==> src/rtl/wdt_interval_timer.sv <==
module wdt_interval_timer #(
  parameter int         CW     = 16,
  parameter logic [7:0] WR_KEY = 8'h5A,
  parameter logic [7:0] RD_KEY = 8'h69,
  parameter int         TAP0   = 15,
  parameter int         TAP1   = 13,
  parameter int         TAP2   = 9,
  parameter int         TAP3   = 6
) (
  input  logic        clk,
  input  logic        por_n,
  input  logic        wr_en,
  input  logic [15:0] wr_data,
  input  logic        fast_tick,
  input  logic        slow_tick,
  input  logic        irq_en,
  input  logic        gie,
  input  logic        irq_ack,
  output logic [15:0] rd_data,
  output logic        sys_rst,
  output logic        irq,
  output logic        flag
);

  localparam int B_SRC  = 2;
  localparam int B_CLR  = 3;
  localparam int B_MODE = 4;
  localparam int B_HOLD = 7;
  localparam logic [7:0] CLR_MASK = 8'(1 << B_CLR);

  logic [7:0]    ctrl;
  logic [CW-1:0] cnt;
  logic [CW-1:0] mask;
  logic          flag_q, rst_q;

  wire key_ok = (wr_data[15:8] == WR_KEY);
  wire wr_ok  = wr_en & key_ok;
  wire wr_bad = wr_en & ~key_ok;
  wire mode_iv = ctrl[B_MODE];
  wire tick = ~ctrl[B_HOLD] & ~wr_en & (ctrl[B_SRC] ? slow_tick : fast_tick);

  always_comb begin
    case (ctrl[1:0])
      2'b00:   mask = (CW'(1) << TAP0) - CW'(1);
      2'b01:   mask = (CW'(1) << TAP1) - CW'(1);
      2'b10:   mask = (CW'(1) << TAP2) - CW'(1);
      default: mask = (CW'(1) << TAP3) - CW'(1);
    endcase
  end

  wire expire    = tick & ((cnt & mask) == mask);
  wire wd_fire   = expire & ~mode_iv;
  wire iv_fire   = expire & mode_iv;
  wire sys_event = wr_bad | wd_fire;

  always_ff @(posedge clk or negedge por_n) begin
    if (!por_n) begin
      ctrl  <= '0;
      cnt   <= '0;
      rst_q <= 1'b0;
    end else begin
      rst_q <= sys_event;
      if (sys_event) begin
        ctrl <= '0;
        cnt  <= '0;
      end else if (wr_ok) begin
        ctrl <= wr_data[7:0] & ~CLR_MASK;
        if (wr_data[B_CLR]) cnt <= '0;
      end else if (tick) begin
        cnt <= cnt + CW'(1);
      end
    end
  end

  always_ff @(posedge clk or negedge por_n) begin
    if (!por_n)                     flag_q <= 1'b0;
    else if (sys_event | iv_fire)   flag_q <= 1'b1;
    else if (irq_ack & mode_iv)     flag_q <= 1'b0;
  end

  assign rd_data = {RD_KEY, ctrl};
  assign sys_rst = rst_q;
  assign flag    = flag_q;
  assign irq     = flag_q & mode_iv & irq_en & gie;

  AST_BAD_KEY_RESETS: assert property (@(posedge clk) disable iff (!por_n)
    (wr_en && wr_data[15:8] != WR_KEY) |=> (sys_rst && flag && rd_data[7:0] == 8'h00));
  AST_WRITE_STORES: assert property (@(posedge clk) disable iff (!por_n)
    (wr_en && wr_data[15:8] == WR_KEY) |=> (rd_data[7:0] == ($past(wr_data[7:0]) & ~CLR_MASK)));
  AST_PULSE_CLEARS: assert property (@(posedge clk) disable iff (!por_n)
    sys_rst |-> (cnt == '0 && rd_data[7:0] == 8'h00 && flag));
  AST_HOLD_FREEZES: assert property (@(posedge clk) disable iff (!por_n)
    (ctrl[B_HOLD] && !wr_en) |=> $stable(cnt));
  AST_OTHER_TICK_IGNORED: assert property (@(posedge clk) disable iff (!por_n)
    (ctrl[B_SRC] && !slow_tick && !wr_en) |=> $stable(cnt));
  AST_ACK_CLEARS: assert property (@(posedge clk) disable iff (!por_n)
    (irq_ack && mode_iv && !wr_en && !tick) |=> !flag);
  AST_NO_IRQ_IN_WDOG: assert property (@(posedge clk) disable iff (!por_n)
    (!mode_iv) |-> !irq);

endmodule

==> config.mk <==
export PLATFORM = sky130hd
export DESIGN_NAME = wdt_interval_timer
export DESIGN_NICKNAME = d
export VERILOG_FILES = /design/src/rtl/wdt_interval_timer.sv
export SDC_FILE = /design/constraint.sdc
export NUM_CORES = 1
export LEC_CHECK = 0
export BUFFER_PORTS_ARGS = -buffer_cell sky130_fd_sc_hd__buf_2
export CORE_ASPECT_RATIO = 0.9
export CORE_MARGIN = 3
export CORE_UTILIZATION = 35
export DETAILED_ROUTE_END_ITERATION = 7
export GPL_TIMING_DRIVEN = 0
export PLACE_DENSITY = 0.64
export SYNTH_ARGS = -nofsm -noshare
export SYNTH_HDL_FRONTEND = slang
export SYNTH_SLANG_ARGS = --single-unit
==> constraint.sdc <==
create_clock -name clk -period 3.8 [get_ports clk]
set_input_delay 0.19 -clock clk [delete_from_list [all_inputs] [get_ports clk]]
set_output_delay 0.19 -clock clk [all_outputs]
set_load 0.005 [all_outputs]
[Word-level counts from Yosys, hierarchy flattened]
Cells that the tools add are included.
Cells by class
  add/subtract/negate cells: 1
  equal/unequal tests: 5
  multiplexer cells: 10
  bitwise operators: 18
  reduce and logical (&&, ||, !) cells: 5
Operators with widths (number)
  $mux W16: 4
  $pmux W15 S3: 1
  $add A16 B1 Y16 const B: 1
  $and A16 B16 Y16: 1
  $eq A16 B16 Y1: 1
  $mux W8: 2
  $and A1 B1 Y1: 11
  $eq A8 B7 Y1 const B: 1
  $not A1 Y1: 4
  $reduce_bool A2 Y1: 2
  $mux W1: 3
  $ne A3 B2 Y1 const B: 1
  $reduce_bool A3 Y1: 1
  $eq A2 B1 Y1 const B: 1
  $eq A2 B2 Y1 const B: 1
  $logic_not A2 Y1: 1
  $or A1 B1 Y1: 2
  $reduce_and A2 Y1: 1
Word-level totals
  bits in registers: 26
  input bits: 24
  output and inout bits: 19

[Logic depth before layout (Yosys ltp)]
Gate-level depths: netlist of the first run.
  depth after elaboration: 9
  mapped depth: 7

[Worst setup path after synthesis of the first run]
Ideal clock, no wire load.
  path type: reg2reg
  start: reg cnt[0]
  end: reg cnt[11]
  data arrival time: 1.668 ns
  data required time: 3.731 ns
  path slack: 2.063 ns
  stages on the path, launching flop included: 7
  cell sequence: dfrtp_1 ha_1 and4_1 and3b_2 a31oi_4 or3b_1 nand3_1
Between the ends
  word-level cells in the longest chain between the ends: 7
RTL lines
  start: declaration: line 32  | logic [CW-1:0] cnt;
  start signal: assignment: line 70  | cnt <= cnt + CW'(1);
  parallel branches: the longest is 7 deep, another holds $add A16 B1 Y16
Parallel ways; which one is timed is not known. The select of a mux whose other input is x is not followed.
A chain may end at the register's enable or synchronous reset.

[Worst setup path after layout of the first run]
  start: reg cnt[0]
  end: reg cnt[8]
The elaborated chain is that of the path after synthesis.

==> results of run 1 <==
-- kinds of logic (layout without fill, tap and decap cells) --
kind of cell	count (synthesis)	after routing	share of synthesized area
other cells	2	9	0.00550
flops	24	24	0.440
compound gates	36	36	0.205
buf+inv	15	52	0.0706
simple gates	61	61	0.255
fa+ha+maj	1	1	0.00916
mux	2	2	0.0147
-- cells in the final DEF (no fill, tap or decap), types with 2 or more instances in the layout --
| master | count |
|---|---|
| and4_1 | 3 |
| nor3_1 | 2 |
| inv_1 | 2 |
| and3_1 | 2 |
| a22o_1 | 9 |
| a21o_1 | 4 |
| conb_1 | 9 |
| o21ai_0 | 4 |
| a21oi_1 | 5 |
| o311ai_1 | 4 |
| nand2_1 | 20 |
| dfrtp_1 | 24 |
| mux2i_1 | 2 |
| nand3_1 | 16 |
| buf_4 | 10 |
| buf_2 | 34 |
| o31ai_1 | 2 |
| a31oi_1 | 2 |
| o21ai_1 | 2 |
| nor4bb_1 | 2 |
| nor2_1 | 3 |
| clkbuf_8 | 3 |
| nand4_1 | 3 |
-- state kept, by name, summed over array words and instances (netlist names) --
register and count:
cnt 15, sys_rst 1, ctrl 7, flag 1
-- through the flow --
step	std cells	setup WS, ns	instance area, sq um	power (mW)	utilization
floorplan	148	2.06	1390	0.296	-
global placement	224	1.84	1610	0.318	0.452
detailed placement	224	1.80	1610	0.319	0.452
CTS	229	1.76	1690	0.545	0.475
global route	229	1.55	1690	0.570	0.475
finish	229	1.78	1690	0.542	0.475
-- routing by layer --
layer | up-vias | part of all wire
li1 | 595 | -
met1 | 564 | 0.45
met2 | 47 | 0.48
met3 | 0 | 0.077
met4 | 0 | 0
met5 | - | 0
-- final cells by class --
cell class / count / area share
Clock buffer: 3 / 0.0245
Buffer: 13 / 0.0526
Inverter: 2 / 0.00445
Sequential cell: 24 / 0.356
Multi-Input combinational cell: 109 / 0.411
Timing Repair Buffer: 33 / 0.101
Tap cell: 44 / 0.0326
Clock inverter: 1 / 0.0178
-- report_power, final --
part	internal (mW)	leakage, nW	switching (mW)
registers	0.258	0.326	0.00361
logic	0.0245	0.476	0.0280
clock network	0.141	0.0357	0.0861
-- critical path: cells and delay by family, from the launching register on --
| kind | cells | cell delay [ns] |
|---|---|---|
| AOI/OAI and AO/OA | 2 | 0.54 |
| adders and majority gates | 1 | 0.27 |
| and+or+nand+nor | 3 | 0.68 |
| DFF | 1 | 0.43 |
-- worst max-delay path by stage --
stage | start | slack (ns) | cells after the start | end
5_1_grt | cnt[0]$_DFFE_PN0P_ | 1.55 | 6 | cnt[10]$_DFFE_PN0P_
3_5_place_dp | cnt[0]$_DFFE_PN0P_ | 1.80 | 6 | cnt[10]$_DFFE_PN0P_
2_1_floorplan | cnt[0]$_DFFE_PN0P_ | 2.06 | 6 | cnt[11]$_DFFE_PN0P_
4_1_cts | cnt[0]$_DFFE_PN0P_ | 1.76 | 6 | cnt[10]$_DFFE_PN0P_
6_report | cnt[0]$_DFFE_PN0P_ | 1.78 | 6 | cnt[8]$_DFFE_PN0P_
3_3_place_gp | cnt[0]$_DFFE_PN0P_ | 1.84 | 6 | cnt[10]$_DFFE_PN0P_
==> results.md, run 1 <==
- EDFF count, synth: 0
- Io pins: 43
- Register bit total from synthesis: 24
- Netlist cell types: 38
- Syn avg cell area: 9.68 sq um
- Finish-stage setup viols: 0
- Cell area power density: 321 nW/um^2
- Share of layout cells above drive strength 1: 0.308
- Clk buf depth: 2
- TNS Setup: 0 ns
- Post-Syn Area: 1370 sq um
- Reg area: 601 sq um
- Critical path arrival: 2.19 ns
- Worst Tran Pin Value: 0.535 ns
- FFs w/ async S/R, synth: 1.00
- Die span in x: 71.8 microns
- Vias: 1206
- CP required: 3.98 ns
- Row cnt: 20
- Seq/Total Area, Yosys: 0.440
- Status: finished clean
- Reg clk slew, reported paths: 0.09 ns
- M1 GR Usage: 0.200
- Most common cell in the netlist: dfrtp_1
- Pre-antenna DRT Iters: 4
- Die ar.: 4690 sq um
- Met3 Use GR: 0.0398
- Hold Path Depth: 2
- CTS tree: yes
- Area contributors post-synth: dfrtp_1, nand3_1, a22o_1
- R2r endpoint: cnt[8]$_DFFE_PN0P_
- Slew Limit Headroom: 0.643
- Pin count of the biggest net entering global routing: 25
- Filler Cell Count: 343
- Worst-path fanout max: 9
- Synth Flop Type: dfrtp_1
- Routed WL: 3160 microns
- Cells after Synth: 141
- Post-CTS Setup Repair Bufs: 0
- RSZ-0062 raised after global routing: no
- # clock sinks: 24
- Core area: 3550 sq um
- CTS Hold Bufs: 1
- RD Place Congestion: 0.846
- Port buffer count: 32
- Critical-path top delay cell: a41oi_2
- Hold Path End: ctrl[4]$_DFFE_PN0P_
- Final period util: 0.531
- Post-CTS Resized: 0
- Hpwl dp: 2450 microns
- Final hold slack: 0.133 ns
- Final nets: 211
- Congestion Overflow GR: 0
- Worst VDD drop: 235 uV
- Worst R2R Start: cnt[0]$_DFFE_PN0P_
- Starting Density: 0.384
- Antenna viol nets, final: 0
- Post-synth top area share: 0.440
- Global-route wire length before repair: 5530 microns
- Area leader, netlist: dfrtp_1
- Crit-path cells: ha_1 > and4_1 > and3b_2 > a41oi_2 > nand3_1 > o311ai_1
- FMAX: 496 MHz
- Clock root cell: clkbuf_8
- Drt wl/cell: 13.8 microns
- Worst Hold Launch: wr_data[4]
- CP Capture Type: flip-flop
- # Max-Cap Violations: 0
- Iter 0 DRT Violations: 117
- Gr busiest metal: met2
- Syn-to-layout area delta: 23.6%
- HP Class: primary input to flip-flop
- R2r worst-path depth: 6
- Gr usage total: 0.147
- Leakage: 0.838 nW
- Initial antenna violation count: 0
- Met2 Usage GRT: 0.244
- Multi-input logic area: 694 sq um
- TritonCTS Buffers: 3
- DRC viols: 0
- Routed vias/inst: 5.27
- Vias in the first global route: 1219
- Minimum clock period: 2.02 ns
- Clk_lat worst skew: 0.27 ns
- Final Hold Violating Endpoints: 0
- Skew final: 0.00470 ns
- Syn. warnings: 0
- Synth cell count leaders: dfrtp_1, nand2_1, nand3_1
- DIE HEIGHT: 65.2 microns
- Flop2flop setup slack: 1.78 ns
- CTS H-tree lvls: 1
- Crit Path Class: flip-flop to flip-flop
- Max Slew Vio Count: 0
- Antenna diodes: 0
- Crit-path max cell delay: 0.44 ns
- Startpoint types: flip-flop
Power figures use the tool's default switching activity.
==> run 2: changes to the inputs <==
--- a/config.mk
+++ b/config.mk
@@ -5,13 +5,14 @@
 export SDC_FILE = /design/constraint.sdc
 export NUM_CORES = 1
 export LEC_CHECK = 0
+export ABC_AREA = 1
 export BUFFER_PORTS_ARGS = -buffer_cell sky130_fd_sc_hd__buf_2
 export CORE_ASPECT_RATIO = 0.9
 export CORE_MARGIN = 3
 export CORE_UTILIZATION = 35
 export DETAILED_ROUTE_END_ITERATION = 7
 export GPL_TIMING_DRIVEN = 0
-export PLACE_DENSITY = 0.64
+export PLACE_DENSITY = 0.63
 export SYNTH_ARGS = -nofsm -noshare
 export SYNTH_HDL_FRONTEND = slang
 export SYNTH_SLANG_ARGS = --single-unit
==> constraint.sdc (replaced) <==
create_clock -name clk -period 1.9 [get_ports clk]
set_input_delay 0.095 -clock clk [delete_from_list [all_inputs] [get_ports clk]]
set_output_delay 0.095 -clock clk [all_outputs]
set_load 0.005 [all_outputs]
==> run 2 against run 1 <==
Cell count up 49%. Fmax grew 18%. Sequential cell count stayed put. Clock-buffer cell count did not move. Worst hold slack worse by 0.11 ns. Synthesized cell count grew 65%. Sequential share of layout area shrank 5.3 points.
==> results.md, run 2 <==
- Status: finished clean
- RD Place Congestion: 0.907
- Final nets: 306
- Setup WS pre-CTS: 0.0772 ns
- Final period util: 0.900
- Antenna diodes: 0
- Post-Synth XOR/XNOR Area: 0.0478
- Largest family of logic cells by synthesized area: simple AND/OR/NAND/NOR gates
- Hold Path End: ctrl[4]$_DFFE_PN0P_
- Routed WL: 3900 microns
- Worst R2R Start: cnt[0]$_DFFE_PN0P_
- Finish-stage setup viols: 0
- Leakage: 1.11 nW
- Critical-path top delay cell: dfrtp_2
- Syn. warnings: 0
- EDFF count, synth: 0
- Skew final: 0.00864 ns
- Area leader, netlist: dfrtp_1
- Synth Flop Type: dfrtp_1
- Minimum clock period: 1.71 ns
- Post-synth top area share: 0.364
- Pre-antenna DRT Iters: 4
- Flop pwr share: 0.552
- Syn-to-layout area delta: 20.6%
- Final worst slack: 0.190 ns
- Reg clk slew, reported paths: 0.09 ns
- CP Capture Type: flip-flop
- Worst VDD drop: 283 uV
- Non-filler cells, final: 341
- Net Sw Power: 0.237 mW
- Number of flip-flops in the largest register: 15
- CP delay by family, top: simple AND/OR/NAND/NOR gates
- Core area: 4490 sq um
- Post-synthesis compound-gate area fraction: 0.0250
- Post-route cell area: 1990 sq um
- Final hold slack: 0.0279 ns
- TritonCTS Buffers: 3
- Most common cell in the netlist: nand2_1
- Crit Path Class: flip-flop to flip-flop
- Post-layout util: 0.443
- TNS Setup: 0 ns
- Internal power: 0.706 mW
- # Max-Cap Violations: 0
- CP required: 2.06 ns
- CTS H-tree lvls: 1
- Commonest non-fill, non-tap cell in the layout: nand2_1
- Cells after Synth: 233
- Initial antenna violation count: 0
- Register bit total from synthesis: 24
- Post-DP Area: 1910 sq um
- Setup crit start: cnt[0]$_DFFE_PN0P_
- HP Class: primary input to flip-flop
- Antenna viol nets, final: 0
- Congestion Overflow GR: 0
- R2r worst-path depth: 8
- Simple logic cell fraction of the synthesized area: 0.403
- Clk_lat worst skew: 0.27 ns
- Crit-path max cell delay: 0.41 ns
- DIE HEIGHT: 71.1 microns
- Final Hold Violating Endpoints: 0
- Routed vias/inst: 4.61
- Netlist cell types: 23
- Largest Register: cnt
- Synth cell count leaders: nand2_1, inv_1, dfrtp_1, nor2_1, nand4_1
- Gr usage total: 0.147
- Row cnt: 23
- Multiplexer share of the synthesized area: 0
- Comb pwr share: 0.119
- Area share of fa/ha/maj cells after synthesis: 0.00759
- Max Slew Vio Count: 0
- FFs w/ async S/R, synth: 1.00
- Hpwl dp: 2880 microns
- Clk buf depth: 2
- Die span in x: 78.4 microns
- Vias: 1571
- Iter 0 DRT Violations: 128
- Clock root cell: clkbuf_8
- Startpoint types: flip-flop
- Sw Share: 0.252
- # clock sinks: 24
- Biggest regs: cnt x15, ctrl x7
- Flop2flop setup slack: 0.19 ns
- Pin count of the biggest net entering global routing: 25
- Io pins: 43
- Worst Tran Pin Value: 0.557 ns
- Power share of the clock group: 0.329
- R2r endpoint: cnt[1]$_DFFE_PN0P_
- Syn avg cell area: 7.08 sq um
- Vias in the first global route: 1368
- Worst-path fanout max: 8
- Port buffer count: 32
- Commonest cells after routing, fill and taps aside: nand2_1, inv_1, buf_2
- Seq/Total Area, Yosys: 0.364
- Final total power: 0.943 mW
- DRC viols: 0
- Die ar.: 5570 sq um
- Inst Count DP: 334
- Post-Syn Area: 1650 sq um
- Cell area power density: 474 nW/um^2
- Global-route wire length before repair: 6570 microns
- Hold Path Depth: 3
- RSZ-0062 raised after global routing: no
- Starting Density: 0.367
- Area contributors post-synth: dfrtp_1, nand2_1, nand4_1
- Crit-path cells: ha_1 > inv_1 > nor3_4 > nand4_4 > nand2_4 > nor2_4 > nand2_1 > nand2_1
- Slew Limit Headroom: 0.629
- Worst Hold Launch: wr_data[4]
- Worst Path Buf+Inv: 1
- Critical path arrival: 1.87 ns
- Most common cell on crit path: nand2_1
- Drt wl/cell: 11.4 microns
- FMAX: 585 MHz
- CTS tree: yes
- Share of layout cells above drive strength 1: 0.215
==> run 2: cell count changes after synthesis, moves of 3 or more <==
| cell | previous run | this run |
|---|---|---|
| a21o_1 | 4 | 0 |
| a21oi_1 | 5 | 0 |
| a22o_1 | 9 | 0 |
| and4_1 | 3 | 0 |
| buf_6 | 0 | 4 |
| inv_1 | 2 | 32 |
| nand2_1 | 20 | 77 |
| nand3_1 | 16 | 12 |
| nand4_1 | 3 | 21 |
| nor2_1 | 3 | 24 |
| o311ai_1 | 4 | 0 |
| xor2_1 | 0 | 7 |
==> run 2: layout make-up <==
type	count	area, sq um
Inverter	32	120
Buffer	15	124
Tap cell	62	77.6
Timing Repair Buffer	36	193
Sequential cell	24	602
Multi-Input combinational cell	169	831
Clock buffer	3	41.3
Fill cell	500	2500
==> run 2: timing repair <==
action / CTS / global route
hold buffers: 1 / 0
gates resized for setup: 0 / 1
setup endpoints to repair: 0 / 18
setup buffers: 0 / 3
hold endpoints to repair: 24 / 0
==> run 2: power by group through the flow <==
| stage | combinational [mW] | sequential (mW) | clock (mW) |
|---|---|---|---|
| 4_1_cts | 0.112 | 0.520 | 0.322 |
| 2_1_floorplan | 0.0621 | 0.531 | 0 |
| 5_1_grt | 0.125 | 0.522 | 0.336 |
| 3_5_place_dp | 0.110 | 0.531 | 0 |
| 3_3_place_gp | 0.110 | 0.531 | 0 |
| 6_report | 0.112 | 0.521 | 0.310 |
==> run 2: worst register-to-register path, cell delays in order, from the launching register on <==
cell and delay (ns):
dfrtp_2 0.41, ha_1 0.22, inv_1 0.09, nor3_4 0.29
nand4_4 0.24, nand2_4 0.17, nor2_4 0.08, nand2_1 0.07
nand2_1 0.05
==> run 2: layer usage <==
layer | wire, microns | vias to the layer above | GRT usage | share of wire
li1 | - | 817 | - | -
met1 | 1780 | 691 | 0.213 | 0.46
met2 | 1740 | 61 | 0.230 | 0.45
met3 | 342 | 2 | 0.0229 | 0.088
met4 | 28 | 0 | 0.0350 | 0.0072
met5 | 0 | - | 0 | 0
==> run 2: worst max-delay path by stage <==
stage / depth (start not counted) / slack [ns] / to
floorplan: 7 / 0.34 / cnt[8]$_DFFE_PN0P_
global placement: 8 / 0.09 / cnt[2]$_DFFE_PN0P_
detailed placement: 8 / 0.08 / cnt[14]$_DFFE_PN0P_
CTS: 7 / 0.07 / cnt[2]$_DFFE_PN0P_
global route: 7 / 0.05 / cnt[5]$_DFFE_PN0P_
finish: 8 / 0.19 / cnt[1]$_DFFE_PN0P_
==> run 2: kinds of logic after synthesis <==
logic type      count (synthesis)
compound gates                  7
xor+xnor                        9
fa+ha+maj                       1
buf+inv                        47
flops                          24
other cells                     2
simple gates                  143
==> run 3: changes to the inputs <==
--- a/config.mk
+++ b/config.mk
@@ -12,6 +12,7 @@
 export CORE_UTILIZATION = 35
 export DETAILED_ROUTE_END_ITERATION = 7
 export GPL_TIMING_DRIVEN = 0
+export MAX_ROUTING_LAYER = met4
 export PLACE_DENSITY = 0.63
 export SYNTH_ARGS = -nofsm -noshare
 export SYNTH_HDL_FRONTEND = slang
==> run 3 against run 2 <==
Combinational power about the same. Worst setup slack improved by 0.0053 ns. Via count increased by 0.25%.
==> results.md, run 3 (synthesized netlist as in run 2, its figures left out) <==
- Filler Cell Count: 500
- Final Hold Violating Endpoints: 0
- Syn-to-layout area delta: 20.6%
- Hpwl dp: 2880 microns
- Global-route wire length before repair: 6570 microns
- CTS tree: yes
- Core area: 4490 sq um
- Slew Limit Headroom: 0.630
- Minimum clock period: 1.70 ns
- Number of flip-flops in the largest register: 15
- Worst-path fanout max: 10
- DRC viols: 0
- Final nets: 306
- CTS H-tree lvls: 1
- Flop pwr share: 0.553
- Crit-path cells: ha_1 > inv_1 > nor3_4 > nand4_4 > buf_6 > nand4_1 > nand2_1
- Initial antenna violation count: 0
- TNS Setup: 0 ns
- Crit-path max cell delay: 0.41 ns
- Sw Share: 0.251
- Clk buf depth: 2
- Flop2flop setup slack: 0.20 ns
- Critical path arrival: 1.86 ns
- Final hold slack: 0.0291 ns
- Port buffer count: 32
- Comb pwr share: 0.119
- Power share of the clock group: 0.328
- RSZ-0062 raised after global routing: no
- Starting Density: 0.367
- Biggest regs: cnt x15, ctrl x7
- Routed vias/inst: 4.62
- Congestion Overflow GR: 0
- Crit Path Class: flip-flop to flip-flop
- Vias in the first global route: 1367
- Row cnt: 23
- Internal power: 0.706 mW
- Vias: 1575
- TritonCTS Buffers: 3
- Finish-stage setup viols: 0
- Io pins: 43
- Largest Register: cnt
- FMAX: 587 MHz
- Antenna viol nets, final: 0
- Pre-antenna DRT Iters: 4
- RD Place Congestion: 0.922
- Share of layout cells above drive strength 1: 0.215
- Reg clk slew, reported paths: 0.09 ns
- Clk_lat worst skew: 0.27 ns
- Final total power: 0.942 mW
- # clock sinks: 24
- Setup WS pre-CTS: 0.0772 ns
- Pin count of the biggest net entering global routing: 25
- Commonest non-fill, non-tap cell in the layout: nand2_1
- Skew final: 0.00846 ns
- Die span in x: 78.4 microns
- CP Capture Type: flip-flop
- DIE HEIGHT: 71.1 microns
- Worst Tran Pin Value: 0.555 ns
- Cell area power density: 474 nW/um^2
- Leakage: 1.11 nW
- Status: finished clean
- Die ar.: 5570 sq um
- Gr usage total: 0.151
- Drt wl/cell: 11.5 microns
- Final period util: 0.897
- Worst VDD drop: 284 uV
- Startpoint types: flip-flop
- # Max-Cap Violations: 0
- Post-layout util: 0.443
- Clock root cell: clkbuf_8
- Net Sw Power: 0.237 mW
- Routed WL: 3910 microns
- Critical-path top delay cell: dfrtp_2
- Max Slew Vio Count: 0
- Final worst slack: 0.195 ns
- Commonest cells after routing, fill and taps aside: nand2_1, inv_1, buf_2
- HP Class: primary input to flip-flop
- CP required: 2.06 ns
- Iter 0 DRT Violations: 108
- Antenna diodes: 0
## run 3: cell counts in the layout (fill, tap and decap cells not counted)
Identical to the previous run, type by type.
## run 3: path summary, 6_finish.rpt
| check | cells after the start | startpoint | to |
|---|---|---|---|
| max in group asynchronous | 2 | por_n | cnt[0]$_DFFE_PN0P_ |
| min in group asynchronous | 2 | por_n | cnt[8]$_DFFE_PN0P_ |
| max | 7 | cnt[0]$_DFFE_PN0P_ | cnt[2]$_DFFE_PN0P_ |
| min | 3 | wr_data[4] | ctrl[4]$_DFFE_PN0P_ |
| min reg2reg | 2 | flag$_DFFE_PN0P_ | flag$_DFFE_PN0P_ |
| max reg2reg | 7 | cnt[0]$_DFFE_PN0P_ | cnt[2]$_DFFE_PN0P_ |
## run 3: worst max-delay path: cells and delay by family, from the launching register on
| family | cells | cell delay (ns) |
|---|---|---|
| adders and majority gates | 1 | 0.21 |
| buffers and inverters | 2 | 0.31 |
| DFF | 1 | 0.41 |
| and+or+nand+nor | 4 | 0.66 |
## run 3: per-stage QoR
step | instances | area [sq um]
6_report | 341 | 1990
5_1_grt | 341 | 1990
4_1_cts | 338 | 1960
3_5_place_dp | 334 | 1910
3_3_place_gp | 334 | 1910
2_1_floorplan | 240 | 1680
## run 3: power groups by stage
stage | logic, mW | registers, mW | clock network (mW)
after floorplan | 0.0621 | 0.531 | 0
after global placement | 0.110 | 0.531 | 0
after detailed placement | 0.110 | 0.531 | 0
after CTS | 0.112 | 0.520 | 0.322
after global routing | 0.125 | 0.522 | 0.336
final | 0.112 | 0.521 | 0.309
## run 3: what timing repair did
action                                  in CTS  in global routing
endpoints found under the setup margin       0                 18
gates resized for setup                      0                  1
hold buffers                                 1                  0
buffers inserted                             0                  3
hold endpoints to repair                    24                  0
## run 3: routing by layer
layer,global-route usage,wire (microns),vias to the layer above
li1,-,-,817
met1,0.214,1800,695
met2,0.229,1740,61
met3,0.0229,329,2
met4,0.0350,28,0
met5,-,0,-
## run 3: area by class of cell
cell class                      instances  area (sq um)  share of cell area
Timing Repair Buffer                   36           193              0.0969
Buffer                                 15           124              0.0623
Multi-Input combinational cell        169           831               0.418
Clock buffer                            3          41.3              0.0208
Tap cell                               62          77.6              0.0390
Inverter                               32           120              0.0604
Sequential cell                        24           602               0.303
